<file path="src/rtl/depunc_pkg.sv">
package depunc_pkg;

  typedef enum logic [1:0] {
    RATE_1_2  = 2'd0,
    RATE_2_3  = 2'd1,
    RATE_3_4  = 2'd2,
    RATE_ALT  = 2'd3
  } rate_e;

  localparam int MAX_PERIOD = 3;
  localparam int PHASE_W    = $clog2(MAX_PERIOD);

  // number of trellis steps in one puncturing period
  function automatic logic [PHASE_W-1:0] steps_of(rate_e r);
    case (r)
      RATE_2_3: steps_of = PHASE_W'(2);
      RATE_3_4: steps_of = PHASE_W'(3);
      default:  steps_of = PHASE_W'(1);
    endcase
  endfunction

endpackage

</file>
<file path="src/rtl/depunc_pattern.sv">
module depunc_pattern
  import depunc_pkg::*;
(
  input  logic [1:0]         rate_sel,
  input  logic [PHASE_W-1:0] phase,
  input  logic               slot_b,
  output logic               keep,
  output logic               last_step
);

  rate_e rate;
  assign rate = rate_e'(rate_sel);

  // a phase beyond the period (after an unannounced rate change) wraps too
  assign last_step = (phase >= steps_of(rate) - PHASE_W'(1));

  always_comb begin
    keep = 1'b1;
    case (rate)
      RATE_2_3: if (slot_b && phase == PHASE_W'(1)) keep = 1'b0;
      RATE_3_4: begin
        if (slot_b && phase == PHASE_W'(1))  keep = 1'b0;
        if (!slot_b && phase == PHASE_W'(2)) keep = 1'b0;
      end
      default:  keep = 1'b1;
    endcase
  end

endmodule

</file>
<file path="src/rtl/depunc_phase.sv">
module depunc_phase
  import depunc_pkg::*;
(
  input  logic               clk,
  input  logic               rst_n,
  input  logic               restart,
  input  logic               advance,
  input  logic               last_step,
  output logic [PHASE_W-1:0] phase,
  output logic               slot_b
);

  always_ff @(posedge clk) begin
    if (!rst_n || restart) begin
      phase  <= '0;
      slot_b <= 1'b0;
    end else if (advance) begin
      if (slot_b) begin
        slot_b <= 1'b0;
        phase  <= last_step ? '0 : phase + PHASE_W'(1);
      end else begin
        slot_b <= 1'b1;
      end
    end
  end

endmodule

</file>
<file path="src/rtl/depunc_pair_reg.sv">
module depunc_pair_reg #(
  parameter int SOFT_W = 8
) (
  input  logic              clk,
  input  logic              rst_n,
  input  logic              load_a,
  input  logic              load_b,
  input  logic [SOFT_W-1:0] value,
  input  logic              out_ready,
  output logic              out_valid,
  output logic [SOFT_W-1:0] out_a,
  output logic [SOFT_W-1:0] out_b,
  output logic              out_free
);

  logic [SOFT_W-1:0] a_hold;

  assign out_free = !out_valid || out_ready;

  always_ff @(posedge clk) begin
    if (!rst_n) begin
      a_hold <= '0;
    end else if (load_a) begin
      a_hold <= value;
    end
  end

  always_ff @(posedge clk) begin
    if (!rst_n) begin
      out_valid <= 1'b0;
      out_a     <= '0;
      out_b     <= '0;
    end else if (load_b) begin
      out_valid <= 1'b1;
      out_a     <= a_hold;
      out_b     <= value;
    end else if (out_ready) begin
      out_valid <= 1'b0;
    end
  end

endmodule

</file>
<file path="src/rtl/soft_depuncturer.sv">
module soft_depuncturer
  import depunc_pkg::*;
#(
  parameter int          SOFT_W    = 8,
  parameter logic [7:0]  DUMMY_VAL = 8'h00
) (
  input  logic              clk,
  input  logic              rst_n,
  input  logic              frame_start,
  input  logic [1:0]        rate_sel,
  input  logic              in_valid,
  output logic              in_ready,
  input  logic [SOFT_W-1:0] in_soft,
  output logic              out_valid,
  input  logic              out_ready,
  output logic [SOFT_W-1:0] out_a,
  output logic [SOFT_W-1:0] out_b
);

  localparam logic [SOFT_W-1:0] FILL = SOFT_W'(DUMMY_VAL);

  logic [PHASE_W-1:0] phase;
  logic               slot_b;
  logic               keep;
  logic               last_step;
  logic               out_free;
  logic               space;
  logic               advance;
  logic [SOFT_W-1:0]  value;

  depunc_pattern u_pattern (
    .rate_sel  (rate_sel),
    .phase     (phase),
    .slot_b    (slot_b),
    .keep      (keep),
    .last_step (last_step)
  );

  depunc_phase u_phase (
    .clk       (clk),
    .rst_n     (rst_n),
    .restart   (frame_start),
    .advance   (advance),
    .last_step (last_step),
    .phase     (phase),
    .slot_b    (slot_b)
  );

  // slot A only fills the hold register; slot B needs the output register
  assign space    = !slot_b || out_free;
  assign advance  = !frame_start && space && (!keep || in_valid);
  assign in_ready = !frame_start && keep && space;
  assign value    = keep ? in_soft : FILL;

  depunc_pair_reg #(.SOFT_W(SOFT_W)) u_pair (
    .clk       (clk),
    .rst_n     (rst_n),
    .load_a    (advance && !slot_b),
    .load_b    (advance && slot_b),
    .value     (value),
    .out_ready (out_ready),
    .out_valid (out_valid),
    .out_a     (out_a),
    .out_b     (out_b),
    .out_free  (out_free)
  );

endmodule

</file>
<file path="config.mk">
export PLATFORM = sky130hd
export DESIGN_NAME = soft_depuncturer
export DESIGN_NICKNAME = d
export VERILOG_FILES = /design/src/rtl/depunc_pkg.sv /design/src/rtl/depunc_pattern.sv /design/src/rtl/depunc_phase.sv /design/src/rtl/depunc_pair_reg.sv /design/src/rtl/soft_depuncturer.sv
export SDC_FILE = /design/constraint.sdc
export NUM_CORES = 1
export LEC_CHECK = 0
export CAP_MARGIN = 20
export CORE_AREA = 2 2 62 64
export CTS_BUF_LIST = sky130_fd_sc_hd__clkbuf_8
export DETAILED_ROUTE_END_ITERATION = 10
export DIE_AREA = 0 0 64 66
export PLACE_DENSITY_LB_ADDON = 0.3
export SLEW_MARGIN = 20
export SYNTH_ARGS = -nofsm -noshare
export SYNTH_HDL_FRONTEND = slang
export SYNTH_HIERARCHICAL = 1
export SYNTH_SLANG_ARGS = --single-unit
</file>
<file path="constraint.sdc">
create_clock -name clk -period 3.7 [get_ports clk]
set_input_delay 0.925 -clock clk [delete_from_list [all_inputs] [get_ports clk]]
set_output_delay 0.925 -clock clk [all_outputs]
set_load 0.1 [all_outputs]
</file>
==> metrics, run 1 <==
status=complete, no violations; Post-Syn Nets=146; core area=roughly 3600 um^2; fin nets=182; Synth Instances=between 100 and 150; yosys warns=6; Clk pwr share=a little over a quarter; Port Buffers=32; Post-DP Area=1750 um^2; pins over their slew limit=0; Avg Cell Area, Syn=between 10 and 15 um^2; Power Density=approximately 320 nW/um^2; reported max-cap violation count=0; switching share of power=around 25%; crit path max fanout=3; Worst IR Drop VDD=roughly 0.18 mV; n_diodes=0; Logic pwr share=18.1%; first-pass GRT wire length=approximately 4400 um; CTS resizes=0; Fin. Hold Viols=0; critical path required time=~2.8 ns; Routed WL per cell=12.7 um; final period utilization=91.4%; Clock Sinks=28; postcts setup bufs=0; final setup TNS=0 ns; H-tree depth=1; Total GRT Usage=between 10% and 20%; Congestion Overflow GR=0; vias=933; DR vias/cell=4.49; Area Overhead vs Synth=32.3%; Routed Wire Length=2640 um; R2R cell count=7; Worst slew margin=34.4%; Synth area leaders=dfxtp_1 (41%), mux2i_1 (18%), nor2b_1 (12%); Unique masters post-synth=29; DP Wirelength=1940 um; CTS buffer count=3; final hold slack=about 0.53 ns; pin count of the biggest net entering global routing=28; clock slew at reported path FFs=~0.09 ns; Worst Path Class, Setup=primary input to output pin; CP startpoint kind=primary input; layout cells sized above 1=between 10% and 20%; Hold Crit Start=u_pair/out_a[1]$_SDFFE_PN0P_; post-synth top area share=about two fifths; Detailed Route Iter0 Violations=17; DRC Markers=0; vias in the first global route=slightly below 1000; skew final=roughly 0.0017 ns; final instance area=roughly 1800 um^2; dpl cells=a little over 200; number of setup violations in the final report=0; worst setup margin=0.319 ns; CP peak stage delay=between 0.5 and 0.6 ns; Final ANT Viol Nets=0; crit end category=output pin; Max clock buf depth=2; crit path max-delay cell type=clkdlybuf4s50_1; commonest non-fill, non-tap cell in the layout=clkdlybuf4s50_1; DRT Pass-1 Iters=4; Synth area leader=dfxtp_1; Critical Path AT=around 2.5 ns; num rows=22; switching power=0.144 mW; crit path from=rate_sel[0]; Clock Tree Root=clkbuf_8; antenna violations before repair=0; Die ar.=~4200 um^2; sequential share of power=around 54%; Worst Tran Pin Value=between 0.9 and 1 ns; most frequent cells in the layout=clkdlybuf4s50_1 (31), dfxtp_1 (28), nor2b_1 (25); cell-internal power=~0.43 mW; RSZ-0062 raised after global routing=false; fin cells=208; Lkg Pwr=between 0.6 and 0.7 nW; clock latency on the worst-skew pair=between 0.2 and 0.3 ns; Die W=between 60 and 70 um; Critical Path, Cell by Cell=clkdlybuf4s50_1 -> ha_1 -> nor2_1 -> o31ai_2 -> nor3b_4 -> buf_12; synthesized area=approximately 1400 um^2; sequential-to-total area share from yosys stat=41.4%; minimum clock period=between 3 and 4 ns; Post-Place Setup Slack=0.315 ns; startpoint of the worst-slack reg-to-reg timing path=u_phase/slot_b$_SDFFE_PP0P_; chip height=about 66 um; RD Place Congestion=0.715; Hold Crit Class=flop to flop; FMAX=between 200 and 300 MHz; I/O Pins=33; CTS tree=built; initial core utilization=38.2%; worst hold path depth=2; cts hold-fix bufs=0; synthesized flop and latch total=28
==> power by group through the flow <==
stage	clock network, mW	logic (mW)	registers (mW)
2_1_floorplan	0	0.0579	0.331
3_3_place_gp	0	0.103	0.320
3_5_place_dp	0	0.106	0.321
4_1_cts	0.167	0.106	0.314
5_1_grt	0.184	0.113	0.315
6_report	0.158	0.105	0.314
==> per-stage QoR <==
step,util (%),power [mW]
2_1_floorplan,-,0.389
3_3_place_gp,49.3,0.424
3_5_place_dp,49.3,0.426
4_1_cts,50.5,0.587
5_1_grt,50.5,0.611
6_report,50.5,0.577
==> cells in the mapped netlist, drive strengths merged <==
cell,n
dfxtp,28
o31ai,1
nor3b,1
nor3,3
and2,8
clkbuf,2
nand2b,3
nor4b,1
a21oi,1
a21bo,1
a21boi,1
ha,5
a21o,1
o32ai,1
nand4bb,2
xnor2,1
nor2b,26
mux2i,24
nand3b,1
buf,3
nand2,1
inv,7
nor2,2
o211a,1
and3b,1
==> cell type report <==
type                            instances  area, um^2
Timing Repair Buffer                   36         360
Clock buffer                            3        41.3
Fill cell                             333        1760
Sequential cell                        28         561
Inverter                                7        26.3
Multi-Input combinational cell         86         744
Tap cell                               48        60.1
==> cells by family (layout without fill, tap and decap cells) <==
| family | count (synthesis) | in the layout | synth area share [%] |
|---|---|---|---|
| simple gates | 49 | 49 | 25.2 |
| flops | 28 | 28 | 41.4 |
| mux | 24 | 24 | 17.7 |
| buf+inv | 12 | 46 | 5.36 |
| compound gates | 7 | 7 | 5.08 |
| fa+ha+maj | 5 | 5 | 4.62 |
| xor+xnor | 1 | 1 | 0.646 |
==> routing by layer <==
metal / wire, um / GRT usage, %
met1: 1150 / 16.0
met2: 1320 / 23.8
met3: 153 / 3.24
met4: 22 / 5.71
met5: 0 / 0
==> flip-flops by register name (all words and copies together), names as in the netlist <==
signal,cells
u_pair/out_valid,1
u_phase/phase,2
u_pair/out_a,8
u_phase/slot_b,1
u_pair/out_b,8
u_pair/a_hold,8
==> critical path, delay by kind of cell <==
family	cells	cell delay [ns]
adders and majority gates	1	0.22
and+or+nand+nor	2	0.33
buffers and inverters	2	0.71
AOI/OAI and AO/OA	1	0.28
==> path summary, 6_finish.rpt <==
kind	endpoint	slack [ns]
max reg2reg	u_phase/phase[1]$_SDFFE_PP0P_	1.64
max	in_ready	0.32
min reg2reg	u_pair/out_a[1]$_SDFFE_PN0P_	0.53
min	u_pair/out_a[1]$_SDFFE_PN0P_	0.53
Note: power is estimated with default switching activity, not from simulation.
==> run 2, diff against run 1 <==
--- a/config.mk
+++ b/config.mk
@@ -11,6 +11,8 @@
 export DETAILED_ROUTE_END_ITERATION = 10
 export DIE_AREA = 0 0 64 66
 export PLACE_DENSITY_LB_ADDON = 0.3
+export REMOVE_ABC_BUFFERS = 1
+export SKIP_LAST_GASP = 1
 export SLEW_MARGIN = 20
 export SYNTH_ARGS = -nofsm -noshare
 export SYNTH_HDL_FRONTEND = slang
==> run 2 against run 1 <==
Sequential share of layout area decreased by 0.54 points. Combinational power about the same. Critical path depth rose by 1. Flip-flop and latch count did not move. Critical endpoint unchanged. Count of clock-buffer cells in the layout is the same. Die area is the same. Setup slack lost 0.18 ns. Power is 14% higher.
==> metrics, run 2 (synthesis results as in run 1) <==
Lkg Pwr=0.642 nW (+2.0%); critical path required time=2.77 ns (about the same); layout cells sized above 1=14.9% (-0.093 points); I/O Pins=33 (unchanged); pin count of the biggest net entering global routing=28 (unchanged); Fin. Hold Viols=0 (unchanged); crit path max fanout=2 (-1); Util after Layout=51.4% (+0.88 points); Routed WL per cell=12.8 um (+0.50%); most frequent cells in the layout=clkdlybuf4s50_1 (31), dfxtp_1 (28), nor2b_1 (25); CTS resizes=0 (unchanged); startpoint of the worst-slack reg-to-reg timing path=u_phase/slot_b$_SDFFE_PP0P_; CP peak stage delay=0.43 ns (-0.08 ns); worst setup margin=0.135 ns (-0.185 ns); Max clock buf depth=2 (unchanged); CTS buffer count=3 (unchanged); reported max-cap violation count=0 (unchanged); Routed Wire Length=2670 um (+0.98%); core area=3550 um^2 (unchanged); kind of cell adding the most delay to the critical path=buffers and inverters; Hold Crit Class=flop to flop; Worst IR Drop VDD=0.169 mV (-7.5%); RSZ-0062 raised after global routing=false; RD Place Congestion=0.685 (-4.2%); WP depth=7 (+1); Die ar.=4220 um^2 (unchanged); wl on met1=1190 um (+3.7%); Worst slew margin=34.1% (-0.27 points); Critical Path End=in_ready; top layer in use=met4; DRC Markers=0 (unchanged); minimum clock period=3.57 ns (+0.185 ns); FMAX=280 MHz (-5.2%); CTS tree=built; Clock Tree Root=clkbuf_8; commonest non-fill, non-tap cell in the layout=clkdlybuf4s50_1; Critical Path, Cell by Cell=clkdlybuf4s50_1 -> inv_1 -> ha_1 -> nor2_1 -> o31ai_2 -> nor3b_1 -> buf_12; DR vias/cell=4.54 (+1.1%); Area Overhead vs Synth=34.6%; reg-to-reg endpoint=u_phase/phase[1]$_SDFFE_PP0P_; crit end category=output pin; met3 wire len=93 um (-39%); clock slew at reported path FFs=0.09 ns (about the same); Worst Path Class, Setup=primary input to output pin; DRT Pass-1 Iters=3 (-1); vias in the first global route=1087 (+11%); postcts setup bufs=0 (unchanged); Critical Path AT=2.64 ns (+0.18 ns); antenna violations before repair=0 (unchanged); Power Density=359 nW/um^2 (+12%); number of setup violations in the final report=0 (unchanged); Post-Place Setup Slack=0.115 ns (-0.199 ns); H-tree depth=1 (unchanged); met2 routed WL=1360 um (+3.4%); Register-to-Register Setup Slack=1.62 ns (-0.02 ns); fin nets=182 (unchanged); Worst Tran Pin Value=0.985 ns (+0.00410 ns); pins over their slew limit=0 (unchanged); skew final=0.00435 ns (+0.00260 ns); Clock Sinks=28 (unchanged); Detailed Route Iter0 Violations=19 (+2); CP bufs+invs=3 (+1); Congestion Overflow GR=0 (unchanged); status=complete, no violations; Largest regs=u_pair/a_hold (8), u_pair/out_a (8), u_pair/out_b (8); Final ANT Viol Nets=0 (unchanged); first-pass GRT wire length=4660 um (+5.0%); n_diodes=0 (unchanged); num rows=22 (unchanged); Total GRT Usage=14.0% (+0.30 points); initial core utilization=38.2% (unchanged); Die W=64 um (unchanged); R2R cell count=7 (unchanged); cts hold-fix bufs=0 (unchanged); fillcell total=320 (-3.9%); Port Buffers=32 (unchanged); clock latency on the worst-skew pair=0.27 ns (about the same); chip height=66 um (unchanged); final period utilization=96.4% (+5.0 points); crit path max-delay cell type=clkdlybuf4s50_1; CP startpoint kind=primary input; crit path from=rate_sel[1]; vias=948 (+1.6%); DP Wirelength=1970 um (+1.6%)
run 2: worst register-to-register path: stages (launching register included):
cell	delay (ns)
dfxtp_1	0.43
nor4b_2	0.33
o31ai_2	0.11
buf_4	0.18
nor2b_4	0.15
nor3_1	0.44
o211a_1	0.26
o32ai_2	0.07
run 2: worst min path at each step:
stage               depth (start not counted)                          start                       endpoint
finish                                      2   u_pair/out_a[7]$_SDFFE_PN0P_   u_pair/out_a[7]$_SDFFE_PN0P_
global route                                2  u_pair/a_hold[1]$_SDFFE_PN0P_  u_pair/a_hold[1]$_SDFFE_PN0P_
CTS                                         2   u_pair/out_a[7]$_SDFFE_PN0P_   u_pair/out_a[7]$_SDFFE_PN0P_
detailed placement                          2   u_pair/out_b[6]$_SDFFE_PN0P_   u_pair/out_b[6]$_SDFFE_PN0P_
global placement                            2  u_pair/a_hold[0]$_SDFFE_PN0P_   u_pair/out_a[0]$_SDFFE_PN0P_
floorplan                                   2  u_pair/a_hold[0]$_SDFFE_PN0P_  u_pair/a_hold[0]$_SDFFE_PN0P_
run 2: cell type report:
class / count / area, um^2 / area share [%]
Clock buffer: 3 / 41.3 / 2.26
Clock inverter: 1 / 30.0 / 1.65
Inverter: 7 / 26.3 / 1.44
Multi-Input combinational cell: 86 / 733 / 40.2
Sequential cell: 28 / 561 / 30.7
Tap cell: 48 / 60.1 / 3.29
Timing Repair Buffer: 36 / 373 / 20.4
run 2: per-stage QoR:
stage	TNS [ns]	hold WS (ns)	total power [mW]	instances	area [um^2]
after floorplan	-1.08	0.482	0.384	121	1310
after global placement	0	0.493	0.424	205	1750
after detailed placement	0	0.507	0.428	205	1750
after CTS	0	0.532	0.663	209	1820
after global routing	0	0.549	0.684	209	1820
final	0	0.528	0.655	209	1820
run 2: per-layer routing:
| metal | track usage, % | vias to the layer above |
|---|---|---|
| met5 | 0 | - |
| li1 | - | 488 |
| met1 | 16.3 | 436 |
| met2 | 26.0 | 22 |
| met4 | 4.89 | 0 |
| met3 | 1.87 | 2 |
run 2: where the power goes:
part	leakage (nW)	switching, mW	total (mW)	internal, mW
sequential	0.227	0.00525	0.314	0.309
clock	0.0357	0.0905	0.235	0.145
combinational	0.380	0.0543	0.106	0.0516
total	0.642	0.150	0.655	0.505
